$ cat src/rtl/pwg_pkg.sv
package pwg_pkg;
  localparam int NIB_W    = 4;
  localparam int PARTS    = 1 << NIB_W;
  localparam int CODE_LEN = 20;
  localparam int LOAD_CYC = PARTS / NIB_W;
  localparam int SEQ_LEN  = CODE_LEN + LOAD_CYC;
  localparam int STEP_W   = $clog2(SEQ_LEN + 1);
  localparam int LDIX_W   = $clog2(LOAD_CYC);

  typedef logic [NIB_W-1:0]  nib_t;
  typedef logic [STEP_W-1:0] step_t;
  typedef logic [PARTS-1:0]  pmap_t;

  localparam step_t CODE_END = step_t'(CODE_LEN);
  localparam step_t LAST_LD  = step_t'(SEQ_LEN - 1);

  // Expected nibble at matcher step s
  function automatic nib_t unlock_nib(input step_t s);
    case (s)
      5'd0:  return 4'hF;  5'd1:  return 4'hE;  5'd2:  return 4'h7;
      5'd3:  return 4'h7;  5'd4:  return 4'h3;  5'd5:  return 4'h9;
      5'd6:  return 4'hC;  5'd7:  return 4'hE;  5'd8:  return 4'h7;
      5'd9:  return 4'h3;  5'd10: return 4'h9;  5'd11: return 4'h4;
      5'd12: return 4'h2;  5'd13: return 4'h4;  5'd14: return 4'hA;
      5'd15: return 4'h6;  5'd16: return 4'h9;  5'd17: return 4'h1;
      5'd18: return 4'h0;  5'd19: return 4'h5;
      default: return 4'h0;
    endcase
  endfunction

  // Next matcher step during the code phase
  function automatic step_t code_next(input step_t s, input nib_t n);
    if (n == unlock_nib(s))          return s + step_t'(1);
    else if (n == unlock_nib('0))    return step_t'(1);
    else                             return '0;
  endfunction
endpackage

$ cat src/rtl/pwg_cycle_detect.sv
module pwg_cycle_detect
  import pwg_pkg::*;
(
  input  logic clk,
  input  logic rst_n,
  input  logic en,
  input  logic ce_n,
  input  logic we_n,
  input  nib_t addr_nib,
  output logic rd_end,
  output logic wr_evt,
  output nib_t rd_nib
);
  logic ce_q;
  nib_t held;

  always_ff @(posedge clk or negedge rst_n) begin
    if (!rst_n) begin
      ce_q <= 1'b1;
      held <= '0;
    end else begin
      ce_q <= ce_n;
      if (!ce_n) held <= addr_nib;
    end
  end

  assign rd_end = en && !ce_q && ce_n && we_n;
  assign wr_evt = en && !ce_n && !we_n;
  assign rd_nib = held;


  rd_end_after_low_chk: assert property (@(posedge clk) disable iff (!rst_n)
    rd_end |-> ($past(ce_n) == 1'b0));
endmodule

$ cat src/rtl/pwg_strap_latch.sv
module pwg_strap_latch #(
  parameter logic STRAP_RST = 1'b1
) (
  input  logic clk,
  input  logic rst_n,
  input  logic pwr_fail,
  input  logic strap_in,
  output logic en
);
  logic pf_q;
  logic pf_rise;

  assign pf_rise = pwr_fail && !pf_q;

  always_ff @(posedge clk or negedge rst_n) begin
    if (!rst_n) begin
      pf_q <= 1'b0;
      en   <= STRAP_RST;
    end else begin
      pf_q <= pwr_fail;
      if (pf_rise) en <= strap_in;
    end
  end


  strap_capture_chk: assert property (@(posedge clk) disable iff (!rst_n)
    pf_rise |=> (en == $past(strap_in)));

  strap_hold_chk: assert property (@(posedge clk) disable iff (!rst_n)
    !pf_rise |=> $stable(en));
endmodule

$ cat src/rtl/pwg_unlock_seq.sv
module pwg_unlock_seq
  import pwg_pkg::*;
(
  input  logic  clk,
  input  logic  rst_n,
  input  logic  en,
  input  logic  rd_end,
  input  logic  wr_evt,
  input  nib_t  rd_nib,
  output pmap_t prot_map
);
  step_t step;
  logic  in_load;
  logic  [LDIX_W-1:0] ld_idx;

  assign in_load = (step >= CODE_END);
  assign ld_idx  = LDIX_W'(step - CODE_END);

  always_ff @(posedge clk or negedge rst_n) begin
    if (!rst_n)                 step <= '0;
    else if (!en || wr_evt)     step <= '0;
    else if (rd_end) begin
      if (!in_load)             step <= code_next(step, rd_nib);
      else if (step == LAST_LD) step <= '0;
      else                      step <= step + step_t'(1);
    end
  end

  // Map contents are undefined until the first complete load
  always_ff @(posedge clk) begin
    if (en && rd_end && in_load)
      prot_map[ld_idx*NIB_W +: NIB_W] <= rd_nib;
  end


  wr_reset_chk: assert property (@(posedge clk) disable iff (!rst_n)
    wr_evt |=> (step == '0));

  code_adv_chk: assert property (@(posedge clk) disable iff (!rst_n)
    (rd_end && !in_load && rd_nib == unlock_nib(step))
      |=> (step == $past(step) + step_t'(1)));

  idle_after_load_chk: assert property (@(posedge clk) disable iff (!rst_n)
    (rd_end && step == LAST_LD) |=> (step == '0));

  map_hold_chk: assert property (@(posedge clk) disable iff (!rst_n)
    !(rd_end && in_load) |=> $stable(prot_map));

  disabled_idle_chk: assert property (@(posedge clk) disable iff (!rst_n)
    !en |=> (step == '0));
endmodule

$ cat src/rtl/partition_write_guard.sv
module partition_write_guard
  import pwg_pkg::*;
#(
  parameter logic STRAP_RST = 1'b1
) (
  input  logic       clk,
  input  logic       rst_n,
  input  logic [3:0] addr_nib,
  input  logic       ce_n,
  input  logic       we_n,
  input  logic       strap_in,
  input  logic       pwr_fail,
  output logic       wr_inhibit,
  output logic       pin_oe
);
  logic  en;
  logic  rd_end;
  logic  wr_evt;
  nib_t  rd_nib;
  pmap_t prot_map;

  pwg_strap_latch #(.STRAP_RST(STRAP_RST)) u_strap (
    .clk(clk), .rst_n(rst_n), .pwr_fail(pwr_fail),
    .strap_in(strap_in), .en(en));

  pwg_cycle_detect u_cyc (
    .clk(clk), .rst_n(rst_n), .en(en), .ce_n(ce_n), .we_n(we_n),
    .addr_nib(addr_nib), .rd_end(rd_end), .wr_evt(wr_evt), .rd_nib(rd_nib));

  pwg_unlock_seq u_seq (
    .clk(clk), .rst_n(rst_n), .en(en), .rd_end(rd_end),
    .wr_evt(wr_evt), .rd_nib(rd_nib), .prot_map(prot_map));

  assign wr_inhibit = wr_evt && prot_map[addr_nib];
  assign pin_oe     = en;


  inhibit_needs_write_chk: assert property (@(posedge clk) disable iff (!rst_n)
    wr_inhibit |-> (!ce_n && !we_n));

  inhibit_off_when_hiz_chk: assert property (@(posedge clk) disable iff (!rst_n)
    !pin_oe |-> !wr_inhibit);
endmodule

$ cat config.mk
export PLATFORM = sky130hd
export DESIGN_NAME = partition_write_guard
export DESIGN_NICKNAME = d
export VERILOG_FILES = /design/src/rtl/pwg_pkg.sv /design/src/rtl/pwg_cycle_detect.sv /design/src/rtl/pwg_strap_latch.sv /design/src/rtl/pwg_unlock_seq.sv /design/src/rtl/partition_write_guard.sv
export SDC_FILE = /design/constraint.sdc
export NUM_CORES = 1
export LEC_CHECK = 0
export CAP_MARGIN = 20
export CORE_MARGIN = 2
export CORE_UTILIZATION = 54
export CTS_CLUSTER_DIAMETER = 150
export DETAILED_ROUTE_END_ITERATION = 10
export PLACE_DENSITY = 0.84
export SYNTH_ARGS = -nofsm -noshare
export SYNTH_HDL_FRONTEND = slang
export SYNTH_SLANG_ARGS = --single-unit
$ cat constraint.sdc
create_clock -name clk -period 7.1 [get_ports clk]
set_input_delay 2.13 -clock clk [delete_from_list [all_inputs] [get_ports clk]]
set_output_delay 2.13 -clock clk [all_outputs]
set_load 0.005 [all_outputs]
Word-level counts from Yosys, hierarchy flattened
Memories as Yosys holds them, arrays and structs flattened.
Cells that the tools add are included.
{ "word_totals": {"regBits": 28, "rom_bits": 128, "in_bits": 10, "out_inout_bits": 2, "word_cells": 45, "memories": 1} }
{ "mem_list": {"columns": ["memory", "words", "width", "rd", "rd_clocked_by_memory_dff", "write_ports", "line_no", "text"], "rows": [
  ["(name not given)", 32, 4, 1, 0, 0, "pwg_pkg.sv:19", "case (s)"]
]} }
{ "op_classes": {"addsub": 3, "n_lt_le_gt_ge": 2, "eq_ne": 3, "n_shift": 2, "mux": 12, "reduce_logical": 16} }
{ "ops": {"columns": ["cell", "count"], "rows": [
  ["negation 4 -> 34 bit", 1],
  ["variable shift 4 x 34 -> 16 bit, first input constant", 1],
  ["variable part select 4 x 34 -> 16 bit", 1],
  ["two-way mux 5 bit", 5],
  ["bitwise mux 16 bit", 1],
  ["two-way mux 4 bit", 3],
  ["logical AND 1 bit", 9],
  ["adder 5 x 1 -> 5 bit, second input constant", 1],
  ["== test 5 bit, second input constant", 1],
  [">= comparator 5 bit, second input constant", 1],
  ["logical NOT 1 bit", 5],
  ["less-than comparator 4 x 5 -> 1 bit, second input constant", 1],
  ["binary-select mux 1 bit (select 4 bit)", 1],
  ["== test 4 bit", 1],
  ["== test 4 bit, second input constant", 1],
  ["two-way mux 1 bit", 2],
  ["nonzero test 2 bit", 1],
  ["subtractor 2 x 1 -> 2 bit, second input constant", 1],
  ["logical OR 1 bit", 1]
]} }

Logic depth before layout (Yosys ltp)
{ "depth": {"ltp_word": 11, "mapped_depth": 10, "ltp_nobuf": 9} }

By module
From an unflattened synthesis, not the netlist that was laid out.
{ "hier_totals": {"cells_unflattened": 148, "area_unflattened_um2": 1679.1} }
{ "modules_own_cells": {"columns": ["mod", "n_inst", "cells_per_inst", "area_each_um2", "seq_area_each_um2"], "rows": [
  ["pwg_unlock_seq", 1, 116, 1252.5, 605.6],
  ["pwg_cycle_detect", 1, 11, 190.2, 126.4],
  ["partition_write_guard", 1, 17, 156.4, 0.0],
  ["pwg_strap_latch", 1, 4, 80.1, 51.3]
]} }

Worst setup path before layout
OpenSTA, ideal clock, no wires.
{ "synth_path": {"path_type": "input port to output port", "from": "input addr_nib[0]", "to": "output wr_inhibit", "arrival_time_ns": 3.221, "t_required_ns": 4.970, "slack_ns": 1.749, "path_stages": 3, "path_buffers": 0, "cell_sequence": "mux4_2 mux4_2 and3_1"} }
{ "synth_between": {"elab_chain_len": 3} }
{ "synth_rtl": {"columns": ["item", "line_no", "text"], "rows": [
  ["start: declaration", "partition_write_guard.sv:8", "input logic [3:0] addr_nib,"],
  ["binary-select mux 1 bit (select 4 bit)", "partition_write_guard.sv:34", "assign wr_inhibit = wr_evt && prot_map[addr_nib];"],
  ["two-way mux 1 bit (implied by the code)", "partition_write_guard.sv:34", null],
  ["logical AND 1 bit", "partition_write_guard.sv:34", null],
  ["end: declaration", "partition_write_guard.sv:13", "output logic wr_inhibit,"]
]} }
Every way passes these cells. The select of a mux whose other input is x is not followed.

Worst setup path in the final report
Same ends and word-level chain as after synthesis.

==> run_results.csv <==
group,metric,value,unit
worst_setup_path,cp-start-kind,"input pin",
worst_setup_path,reg2reg_depth,8,
clock_network,ctsResizeCount,0,
clock_network,cts-htree-levels,1,
finish,antenna_cells,0,
route,wl_per_cell,17.1,um
placed_design,dp.cells,175,
grt,antenna_found_initial,0,
pwr,ir_worst_vdd,0.0644,mV
yosys,synth_top_area_share,29.3,%
yosys,yosysSeqAreaShare,47.8,%
route,drtPass1Iterations,4,
die,rows,19,
placed_design,dpl_worst_slack,0.506,ns
timing,tightestPinTransition,0.550,ns
worst_setup_path,worstPathRequired,4.97,ns
grt,grt_pass1_wl,5040,um
worst_setup_path,endpoint_kind,"output pin",
clock_network,postCtsHoldBufs,0,
clock_network,cts_buffers,3,
route,viasPerCell,5.84,
min_path,hold_class,"register to register",
grt,grt_use_total,19.5,%
yosys,syn-num-nets,157,
worst_setup_path,cp_max_fo,5,
route,drtAntennaViolNets,0,
yosys,yosys-top-cells-area,"edfxtp_1, dfrtp_1, and2_1, ha_1, mux4_2",
finish,fillers,218,
yosys,ys_types,44,
yosys,ys_ff_latch,28,
flow_run,drv.max_cap_violation_count,0,
route,via_count,1045,
timing,fin_ws,0.530,ns
grt,grt_max_degree,17,
worst_setup_path,endpoint,"wr_inhibit",
timing,hold_violations,0,
worst_setup_path,timing.rr.end,"u_seq.step[0]",
pwr,p_per_area,165,nW/um^2
clock_network,clockRootBuffer,"clkbuf_4",
timing,tns,0,ns
clock_network,clock-sinks,28,
route,drtIter0Drc,38,
placed_design,routabilityCongestion,0.857,
timing,period_minus_slack,6.57,ns
route,drc,0,
finish,fin_nets,168,
placed_design,dpl_cell_area,1760,um^2
finish,drive_gt1_share,14.2,%
clock_network,clock_path_buffers,2,
worst_setup_path,reg2reg_from,"u_seq.step[0]",
min_path,holdPathStages,2,
die,io_pins,12,
die,die_h,59.1,um
yosys,synth-edff-count,16,
yosys,netlist_instances,138,
timing,slew_viol_final,0,
min_path,hold_start,"u_strap.pf_q",
placed_design,numPortBuffers,11,
finish,fin_cells,179,
clock_network,clk_pin_slew_worst_paths,0.15,ns
placed_design,hpwl,2390,um
timing,setup_viol,0,
yosys,syn_area,1640,um^2
timing,clock_skew,0.00922,ns
worst_setup_path,ff2ff_setup_slack,4.55,ns
timing,max_freq,0.152,GHz
worst_setup_path,cp-startpoint,"addr_nib[0]",
yosys,synth_warnings,0,
route,drt-total-wl,3070,um
timing,slew_headroom,63.2,%
grt,first_global_vias,1063,
finish,stdcell_area,1810,um^2
yosys,async_flop_share,42.9,%
clock_network,cts_tree,"built",
finish,area_growth_syn_to_layout,10.5,%
worst_setup_path,crit_type,"input pin to output pin",
timing,holdWs,0.632,ns
timing,rsz0062_at_grt,"no",
worst_setup_path,cp_data_arrival_time,4.44,ns
yosys,yosysTopAreaCell,"edfxtp_1",
die,initial_utilization,57.9,%
die,core,2830,um^2
pwr,finalPower,0.299,mW
finish,fin_util,64.0,%
grt,overflow,0,
timing,fin_crit_sh,92.5,%
die,die_w,59.1,um
outcome,outcome,"completed",
clock_network,clk-insertion-delay-late,0.32,ns
yosys,postSynthAreaPerCell,11.9,um^2
yosys,ys.flop_type,"edfxtp_1",
die,die_area,3490,um^2
pwr,leakage,0.627,nW
clock_network,cts_setup_buffers,0,
kinds of logic (layout without fill, tap and decap cells):
family,after synthesis,count (layout),share of synthesized area (%)
simple gates,53,53,18.8
flops,28,28,47.8
compound gates,20,20,9.39
mux,13,13,12.1
buf+inv,11,21,2.90
fa+ha+maj,9,9,6.87
xor+xnor,4,4,2.14
Yosys cell counts, types with 2 or more instances:
library cell	count
a221oi_1	2
and2_1	20
and3_1	3
buf_2	2
dfrtp_1	10
dfstp_2	2
edfxtp_1	16
ha_1	9
inv_1	4
inv_2	2
mux2_2	5
mux2i_1	3
mux4_2	5
nand2_1	9
nand2b_1	2
nand3_1	2
nor2_1	7
nor3_1	3
o211ai_1	2
o21ai_0	2
o22ai_1	3
xnor2_1	2
xor2_1	2
how the worst min path moves through the flow:
stage                      end  slack (ns)
floorplan           u_strap.en        0.57
global placement    u_strap.en        0.58
detailed placement  u_strap.en        0.61
CTS                 u_strap.en        0.64
global route        u_strap.en        0.66
finish              u_strap.en        0.63
cells in the final DEF, fill, tap and decap left out, drive strengths merged, types with 2 or more instances in the layout:
cell	n
a21oi	2
a221oi	2
and2	20
and3	3
clkbuf	4
clkdlybuf4s50	11
dfrtp	10
dfstp	2
edfxtp	16
ha	9
inv	6
mux2	5
mux2i	3
mux4	5
nand2	9
nand2b	2
nand3	2
nor2	7
nor3	3
o211ai	2
o21ai	3
o22ai	3
xnor2	2
xor2	2
worst max-delay path: stages:
cell and delay (ns):
clkdlybuf4s50_1 0.65, mux4_2 0.54, mux4_2 0.49, and3_1 0.18, clkdlybuf4s50_1 0.44
report_power, final:
part	internal [mW]	leakage [nW]	switching (mW)
Combinational	0.0161	0.333	0.0124
Sequential	0.176	0.268	0.00717
Clock	0.0430	0.0261	0.0439
layer usage:
metal / global-route usage [%] / wire length (um) / vias up
met2: 35.7 / 1600 / 16
met4: 5.84 / 27 / 0
li1: - / - / 522
met1: 24.7 / 1360 / 505
met5: 0 / 0 / -
met3: 1.31 / 81 / 2
flip-flops by register name (all words and copies together), names as in the netlist:
register,cells
u_cyc.ce_q,1
u_cyc.rd_nib,4
u_seq.prot_map,16
u_seq.step,5
u_strap.en,1
u_strap.pf_q,1
cell type report:
class,count,area (um^2),share of cell area (%)
flip-flops and latches,28,783,43.3
well taps,31,38.8,2.14
clock buffers,4,47.5,2.63
multi-input cells,99,808,44.6
repair buffers,11,110,6.08
inverters,6,22.5,1.24
No activity file was read; power rests on OpenSTA's default activity.
